File: src/rtl/ep_bridge_pkg.sv
package ep_bridge_pkg;

  // Occupancy between two wrap-bit pointers of ptr_bits width.
  function automatic int unsigned ring_gap(input int unsigned head,
                                           input int unsigned tail,
                                           input int unsigned ptr_bits);
    int unsigned mask;
    mask = (32'd1 << ptr_bits) - 32'd1;
    return (head - tail) & mask;
  endfunction

  // Next pointer value, wrapping within ptr_bits.
  function automatic int unsigned ring_next(input int unsigned ptr,
                                            input int unsigned ptr_bits);
    int unsigned mask;
    mask = (32'd1 << ptr_bits) - 32'd1;
    return (ptr + 32'd1) & mask;
  endfunction

endpackage

File: src/rtl/ep_commit_fifo.sv
module ep_commit_fifo
  import ep_bridge_pkg::*;
#(
  parameter int DEPTH = 64,
  parameter int DW    = 8
) (
  input  logic          clk,
  input  logic          rst_n,
  input  logic          clr,
  input  logic          push,
  input  logic [DW-1:0] push_data,
  input  logic          pop,
  input  logic          commit,
  input  logic          abort,
  output logic [DW-1:0] head_data,
  output logic          avail,
  output logic          empty,
  output logic          full,
  output logic          push_drop,
  output logic          pop_miss
);
  localparam int AW = (DEPTH > 1) ? $clog2(DEPTH) : 1;
  localparam int PW = AW + 1;

  logic [DW-1:0] mem [DEPTH];
  logic [PW-1:0] wr_ptr, cmt_ptr, rd_ptr;
  logic [PW-1:0] held_cnt, ready_cnt;
  logic          push_ok, pop_ok;

  assign held_cnt  = PW'(ring_gap(32'(wr_ptr), 32'(rd_ptr), PW));
  assign ready_cnt = PW'(ring_gap(32'(cmt_ptr), 32'(rd_ptr), PW));

  assign full  = (held_cnt == PW'(DEPTH));
  assign empty = (held_cnt == '0);
  assign avail = (ready_cnt != '0);

  assign push_ok   = push && !abort && !full;
  assign push_drop = push && !abort && full;
  assign pop_ok    = pop && avail;
  assign pop_miss  = pop && !avail;

  assign head_data = mem[rd_ptr[AW-1:0]];

  always_ff @(posedge clk or negedge rst_n) begin
    if (!rst_n) begin
      wr_ptr  <= '0;
      cmt_ptr <= '0;
      rd_ptr  <= '0;
    end else if (clr) begin
      wr_ptr  <= '0;
      cmt_ptr <= '0;
      rd_ptr  <= '0;
    end else begin
      if (abort) begin
        wr_ptr <= cmt_ptr;
      end else begin
        if (commit)  cmt_ptr <= wr_ptr;
        if (push_ok) wr_ptr  <= PW'(ring_next(32'(wr_ptr), PW));
      end
      if (pop_ok) rd_ptr <= PW'(ring_next(32'(rd_ptr), PW));
    end
  end

  always_ff @(posedge clk) begin
    if (push_ok) mem[wr_ptr[AW-1:0]] <= push_data;
  end

endmodule

File: src/rtl/ep_access_ctl.sv
module ep_access_ctl #(
  parameter int DW = 8
) (
  input  logic          dir_in,
  input  logic          setup_en,
  input  logic          cpu_wr,
  input  logic          cpu_rd,
  input  logic          cpu_setup_sel,
  input  logic [DW-1:0] cpu_wdata,
  input  logic          commit_en,
  input  logic          core_rd_req,
  input  logic          core_wr,
  input  logic          core_setup,
  input  logic [DW-1:0] core_wdata,
  input  logic          core_ack,
  input  logic          core_abort,
  output logic          main_push,
  output logic [DW-1:0] main_push_data,
  output logic          main_pop_cpu,
  output logic          main_pop_core,
  output logic          main_commit,
  output logic          main_abort,
  output logic          stp_push,
  output logic          stp_pop,
  output logic          stp_commit,
  output logic          stp_abort
);
  always_comb begin
    if (dir_in) begin
      main_push      = cpu_wr && !cpu_setup_sel;
      main_push_data = cpu_wdata;
      main_pop_cpu   = 1'b0;
      main_pop_core  = core_rd_req;
      main_commit    = commit_en;
      main_abort     = 1'b0;
    end else begin
      main_push      = core_wr && !core_setup;
      main_push_data = core_wdata;
      main_pop_cpu   = cpu_rd && !cpu_setup_sel;
      main_pop_core  = 1'b0;
      main_commit    = core_ack;
      main_abort     = core_abort;
    end
    stp_push   = core_wr && core_setup;
    stp_pop    = cpu_rd && cpu_setup_sel && setup_en;
    stp_commit = core_ack;
    stp_abort  = core_abort;
  end

endmodule

File: src/rtl/ep_commit_bridge.sv
module ep_commit_bridge #(
  parameter int DEPTH       = 64,
  parameter int SETUP_DEPTH = 8,
  parameter int DW          = 8
) (
  input  logic          clk,
  input  logic          rst_n,
  input  logic          sw_rst,
  input  logic          dir_in,
  input  logic          setup_en,
  input  logic          cpu_wr,
  input  logic          cpu_rd,
  input  logic          cpu_setup_sel,
  input  logic [DW-1:0] cpu_wdata,
  output logic [DW-1:0] cpu_rdata,
  input  logic          commit_en,
  input  logic          core_rd_req,
  output logic [DW-1:0] core_rdata,
  output logic          core_rvalid,
  input  logic          core_wr,
  input  logic          core_setup,
  input  logic [DW-1:0] core_wdata,
  input  logic          core_ack,
  input  logic          core_abort,
  output logic          fifo_empty,
  output logic          fifo_full,
  output logic          pkt_avail,
  output logic          setup_avail,
  output logic          ovf_flag,
  output logic          unf_flag
);
  // Named internal events
  logic          main_push, main_pop_cpu, main_pop_core, main_commit, main_abort;
  logic [DW-1:0] main_push_data;
  logic          stp_push, stp_pop, stp_commit, stp_abort;
  logic [DW-1:0] main_head, stp_head;
  logic          main_drop, main_miss, stp_drop, stp_miss;
  logic          stp_avail_w, unf_event, ovf_event;

  ep_access_ctl #(.DW(DW)) u_ctl (
    .dir_in        (dir_in),
    .setup_en      (setup_en),
    .cpu_wr        (cpu_wr),
    .cpu_rd        (cpu_rd),
    .cpu_setup_sel (cpu_setup_sel),
    .cpu_wdata     (cpu_wdata),
    .commit_en     (commit_en),
    .core_rd_req   (core_rd_req),
    .core_wr       (core_wr),
    .core_setup    (core_setup),
    .core_wdata    (core_wdata),
    .core_ack      (core_ack),
    .core_abort    (core_abort),
    .main_push     (main_push),
    .main_push_data(main_push_data),
    .main_pop_cpu  (main_pop_cpu),
    .main_pop_core (main_pop_core),
    .main_commit   (main_commit),
    .main_abort    (main_abort),
    .stp_push      (stp_push),
    .stp_pop       (stp_pop),
    .stp_commit    (stp_commit),
    .stp_abort     (stp_abort)
  );

  ep_commit_fifo #(.DEPTH(DEPTH), .DW(DW)) u_main (
    .clk       (clk),
    .rst_n     (rst_n),
    .clr       (sw_rst),
    .push      (main_push),
    .push_data (main_push_data),
    .pop       (main_pop_cpu || main_pop_core),
    .commit    (main_commit),
    .abort     (main_abort),
    .head_data (main_head),
    .avail     (pkt_avail),
    .empty     (fifo_empty),
    .full      (fifo_full),
    .push_drop (main_drop),
    .pop_miss  (main_miss)
  );

  generate
    if (SETUP_DEPTH > 0) begin : g_setup
      logic stp_empty_unused, stp_full_unused;
      ep_commit_fifo #(.DEPTH(SETUP_DEPTH), .DW(DW)) u_setup (
        .clk       (clk),
        .rst_n     (rst_n),
        .clr       (sw_rst),
        .push      (stp_push),
        .push_data (core_wdata),
        .pop       (stp_pop),
        .commit    (stp_commit),
        .abort     (stp_abort),
        .head_data (stp_head),
        .avail     (stp_avail_w),
        .empty     (stp_empty_unused),
        .full      (stp_full_unused),
        .push_drop (stp_drop),
        .pop_miss  (stp_miss)
      );
    end else begin : g_no_setup
      assign stp_head    = '0;
      assign stp_avail_w = 1'b0;
      assign stp_drop    = 1'b0;
      assign stp_miss    = stp_pop;
    end
  endgenerate

  assign setup_avail = stp_avail_w;
  assign unf_event   = (main_pop_cpu && main_miss) || stp_miss;
  assign ovf_event   = main_drop || stp_drop;

  always_ff @(posedge clk or negedge rst_n) begin
    if (!rst_n) begin
      cpu_rdata   <= '0;
      core_rdata  <= '0;
      core_rvalid <= 1'b0;
      ovf_flag    <= 1'b0;
      unf_flag    <= 1'b0;
    end else if (sw_rst) begin
      cpu_rdata   <= '0;
      core_rdata  <= '0;
      core_rvalid <= 1'b0;
      ovf_flag    <= 1'b0;
      unf_flag    <= 1'b0;
    end else begin
      if (main_pop_cpu)      cpu_rdata <= pkt_avail ? main_head : '0;
      else if (stp_pop)      cpu_rdata <= stp_avail_w ? stp_head : '0;
      if (main_pop_core) begin
        core_rdata  <= pkt_avail ? main_head : '0;
        core_rvalid <= pkt_avail;
      end else begin
        core_rvalid <= 1'b0;
      end
      if (ovf_event) ovf_flag <= 1'b1;
      if (unf_event) unf_flag <= 1'b1;
    end
  end

endmodule

File: config.mk
export PLATFORM = sky130hd
export DESIGN_NAME = ep_commit_bridge
export DESIGN_NICKNAME = d
export VERILOG_FILES = /design/src/rtl/ep_bridge_pkg.sv /design/src/rtl/ep_commit_fifo.sv /design/src/rtl/ep_access_ctl.sv /design/src/rtl/ep_commit_bridge.sv
export SDC_FILE = /design/constraint.sdc
export NUM_CORES = 1
export LEC_CHECK = 0
export CORE_MARGIN = 5
export CORE_UTILIZATION = 35
export CTS_BUF_LIST = sky130_fd_sc_hd__clkbuf_8 sky130_fd_sc_hd__clkbuf_16
export CTS_CLUSTER_DIAMETER = 50
export DETAILED_ROUTE_END_ITERATION = 16
export DONT_BUFFER_PORTS = 1
export PLACE_DENSITY = 0.58
export SYNTH_ARGS = -nofsm -noshare
export SYNTH_HDL_FRONTEND = slang
export SYNTH_SLANG_ARGS = --single-unit
export TNS_END_PERCENT = 1
File: constraint.sdc
create_clock -name clk -period 5.29 [get_ports clk]
set_clock_uncertainty 0.2 [all_clocks]
set_input_delay 1.058 -clock clk [delete_from_list [all_inputs] [get_ports clk]]
set_output_delay 1.058 -clock clk [all_outputs]
set_load 0.03 [all_outputs]
==> out/metrics.cfg <==
[sta]
setup_tns_ns = 0
rsz0062_at_grt = no
hold_viol = 0
finalCritPeriodShare = 0.878
worst_pin_slew_ns = 0.955
fin_crit_ns = 4.64
finalSetupViolations = 0
relSlewSlack = 0.363
slew_viol_final = 0
timing.fmax_ghz = 0.215

[setup_path]
reg2reg_to = u_main.mem[10][3]
reg2reg_depth = 9
crit_required_ns = 4.03
critPathLaunch = u_main.rd_ptr[1]
crit_type = reg -> out
slowest_delay_ns = 0.60
crit_slowest_cell = dfrtp_2
startpoint_type = register
r2r_start = u_main.wr_ptr[0]
crit_path_cell_trace = inv_2 -> buf_4 -> ha_1 -> nor2b_1 -> o21ai_0 -> a211oi_1 -> nor3_1 -> and2_1 -> inv_1
arrival_ns = 3.38
end_kind = primary output
cp_max_fo = 25
r2r_setup_slack_ns = 0.98
timing.critical_path.to = pkt_avail

[routing]
viasPerCell = 5.40
wl_per_cell_um = 24.8
ant_nets = 0
drt_iter0_drc = 1261
drc = 0
firstDrtPassIters = 5
vias = 13500
drt_wl_total_um = 62100

[clocking]
cts-root-buf = clkbuf_16
cts.path.max_buffers = 3
htree_levels = 3
cts_resized = 0
cts_tree = done
cts.sinks = 628
path_clk_slew_ns = 0.06
post-cts-setup-buffers = 0
cts_buffers = 69
clock_latency_ns = 0.58
cts_hold_buffers = 1

[grt]
grt_pass1_vias = 13500
grt_antenna_before_repair = 0
grt_pass1_wl_um = 92500
grtUsageTotal = 0.157
grt_max_degree = 65
grt-ovfl-total = 0

[synth]
yosysTopAreaCell = edfxtp_1
synth_edf_count = 576
ys.warnings.count = 0
synthSimpleGateAreaFrac = 0.0556
synth.area.top_cells = edfxtp_1, mux4_2, dfrtp_1
ys_types = 68
synth.mux.area_fraction = 0.142
yosysTopAreaCellShare = 0.672
synth_xor_area_frac = 0.00651
synth_top_family_by_area = multiplexers
ys_ff_latch = 628
avgSynthCellArea_um2 = 17.8
netlist_area_um2 = 25700
synthAdderAreaFrac = 0.0107
synthCells = 1446
synthArstFlopShare = 0.0828
ys.flop_type = edfxtp_1
synth_nets = 1498
synth-compound-area-share = 0.0439
seq_area_frac_synth = 0.723

[final_layout]
fin_nets = 1543
final_core_util = 0.399
seqCellArea_um2 = 18600
fill_cells = 6477
antenna_cells = 0
mostFrequentLayoutCells = edfxtp_1, mux4_2, nor2_1
drive_gt1_frac = 0.199
multi_input_area_um2 = 6680
area_growth_pct = 13.2
layout_commonest_cell = edfxtp_1

[floorplanning]
core_um2 = 73000
std_cell_rows = 99
die-width_um = 281
die_h_um = 281
start_util = 0.353
die-area_um2 = 79100
num_io_pins = 53

[power_and_ir_drop]
leakage_nw = 9.48
ir_drop_mv = 0.222
power_frac_seq = 0.501
p_clk_frac = 0.416
internal_power_mw = 8.59
swShare = 0.227
p_sw_mw = 2.52
pwr-share-comb = 0.083
power_density_nw_per_um2 = 381

[placed_design]
hpwl_um = 38200
routabilityCongestion = 0.889
portBuffers = 0

[run_status]
status = finished clean

[min_path]
min_path_type = in -> async

[job]
cap_violations = 0

[registers in the layout, summed over array words and instances (netlist names), 4 cells and up]
register / cells
core_rdata: 8
cpu_rdata: 8
g_setup.u_setup.cmt_ptr: 4
g_setup.u_setup.mem: 64
g_setup.u_setup.rd_ptr: 4
g_setup.u_setup.wr_ptr: 4
u_main.cmt_ptr: 7
u_main.mem: 512
u_main.rd_ptr: 7
u_main.wr_ptr: 7
[worst min-delay path by stage]
| stage | start | end | slack, ns | cells past startpoint |
|---|---|---|---|---|
| 5_1_grt | rst_n | ovf_flag | 0.13 | 1 |
| 3_3_place_gp | g_setup.u_setup.cmt_ptr[0] | g_setup.u_setup.cmt_ptr[0] | 0.30 | 2 |
| 2_1_floorplan | u_main.cmt_ptr[0] | u_main.cmt_ptr[0] | 0.27 | 2 |
| 4_1_cts | rst_n | ovf_flag | 0.11 | 1 |
| 6_report | rst_n | ovf_flag | 0.13 | 1 |
| 3_5_place_dp | g_setup.u_setup.cmt_ptr[0] | g_setup.u_setup.cmt_ptr[0] | 0.31 | 2 |
[cells by family (layout without fill, tap and decap cells)]
logic type	after synthesis	count (layout)
muxes	210	210
and+or+nand+nor	312	312
xor gates and xnor gates	17	17
DFF	628	628
adders and majority gates	22	22
AOI/OAI and AO/OA	157	157
buffers and inverters	100	194
[worst max-delay path: cells and delay by family, from the launching register on]
| family | cells | cell delay [ns] |
|---|---|---|
| AOI/OAI and AO/OA | 2 | 0.44 |
| adders and majority gates | 1 | 0.32 |
| DFF | 1 | 0.60 |
| and+or+nand+nor | 3 | 0.76 |
| buffers and inverters | 3 | 0.68 |
[area by class of cell]
type	count	share of cell area
clock buffer	72	0.0614
clock inverter	48	0.0131
inverter	25	0.00322
multi-input combinational	718	0.229
sequential	628	0.638
tap	959	0.0412
timing repair buffer	49	0.0133
[synth_stat cells (3+ instances only)]
| cell | instances |
|---|---|
| nor3b_1 | 4 |
| a31oi_1 | 7 |
| o221ai_1 | 8 |
| o22ai_1 | 23 |
| mux4_2 | 122 |
| nand3b_1 | 5 |
| o211ai_1 | 8 |
| xor2_1 | 6 |
| edfxtp_1 | 576 |
| and3b_1 | 3 |
| and3_1 | 5 |
| a32oi_1 | 7 |
| mux2i_1 | 72 |
| nand3_1 | 20 |
| buf_6 | 7 |
| or2_2 | 3 |
| nand2b_1 | 15 |
| dfrtp_1 | 52 |
| nor2_1 | 109 |
| buf_4 | 11 |
| and2_1 | 4 |
| a211oi_1 | 13 |
| nor3_1 | 14 |
| buf_1 | 11 |
| ha_1 | 22 |
| mux2_2 | 16 |
| clkbuf_1 | 31 |
| or4_1 | 6 |
| buf_2 | 15 |
| nor2b_1 | 7 |
| a21oi_1 | 22 |
| xnor2_1 | 10 |
| o21a_1 | 3 |
| inv_1 | 20 |
| a32o_1 | 7 |
| o21ai_0 | 32 |
| nand2_1 | 101 |
| inv_2 | 3 |
| or3_1 | 6 |
[metal layers]
| metal | track usage | share of wire |
|---|---|---|
| met3 | 0.0326 | 0.070 |
| met5 | 0 | 0 |
| met2 | 0.240 | 0.46 |
| met1 | 0.227 | 0.44 |
| met4 | 0.0516 | 0.027 |
[per-stage QoR]
step | power (mW) | cells | hold WS [ns] | instance area [µm²] | setup WS [ns]
after floorplan | 6.33 | 1446 | 0.271 | 25700 | 1.06
after global placement | 6.59 | 2378 | 0.295 | 26900 | 1.26
after detailed placement | 6.60 | 2378 | 0.305 | 26900 | 1.12
after CTS | 11.2 | 2499 | 0.109 | 29100 | 0.637
after global routing | 11.5 | 2499 | 0.129 | 29100 | 0.371
final | 11.1 | 2499 | 0.129 | 29100 | 0.648
[power groups by stage]
stage / clock, mW / combinational (mW) / sequential, mW
floorplan: 0 / 0.702 / 5.63
CTS: 4.72 / 0.943 / 5.56
global placement: 0 / 0.920 / 5.67
global route: 4.95 / 1.00 / 5.57
finish: 4.62 / 0.927 / 5.56
detailed placement: 0 / 0.930 / 5.67
Power figures use the tool's default switching activity.
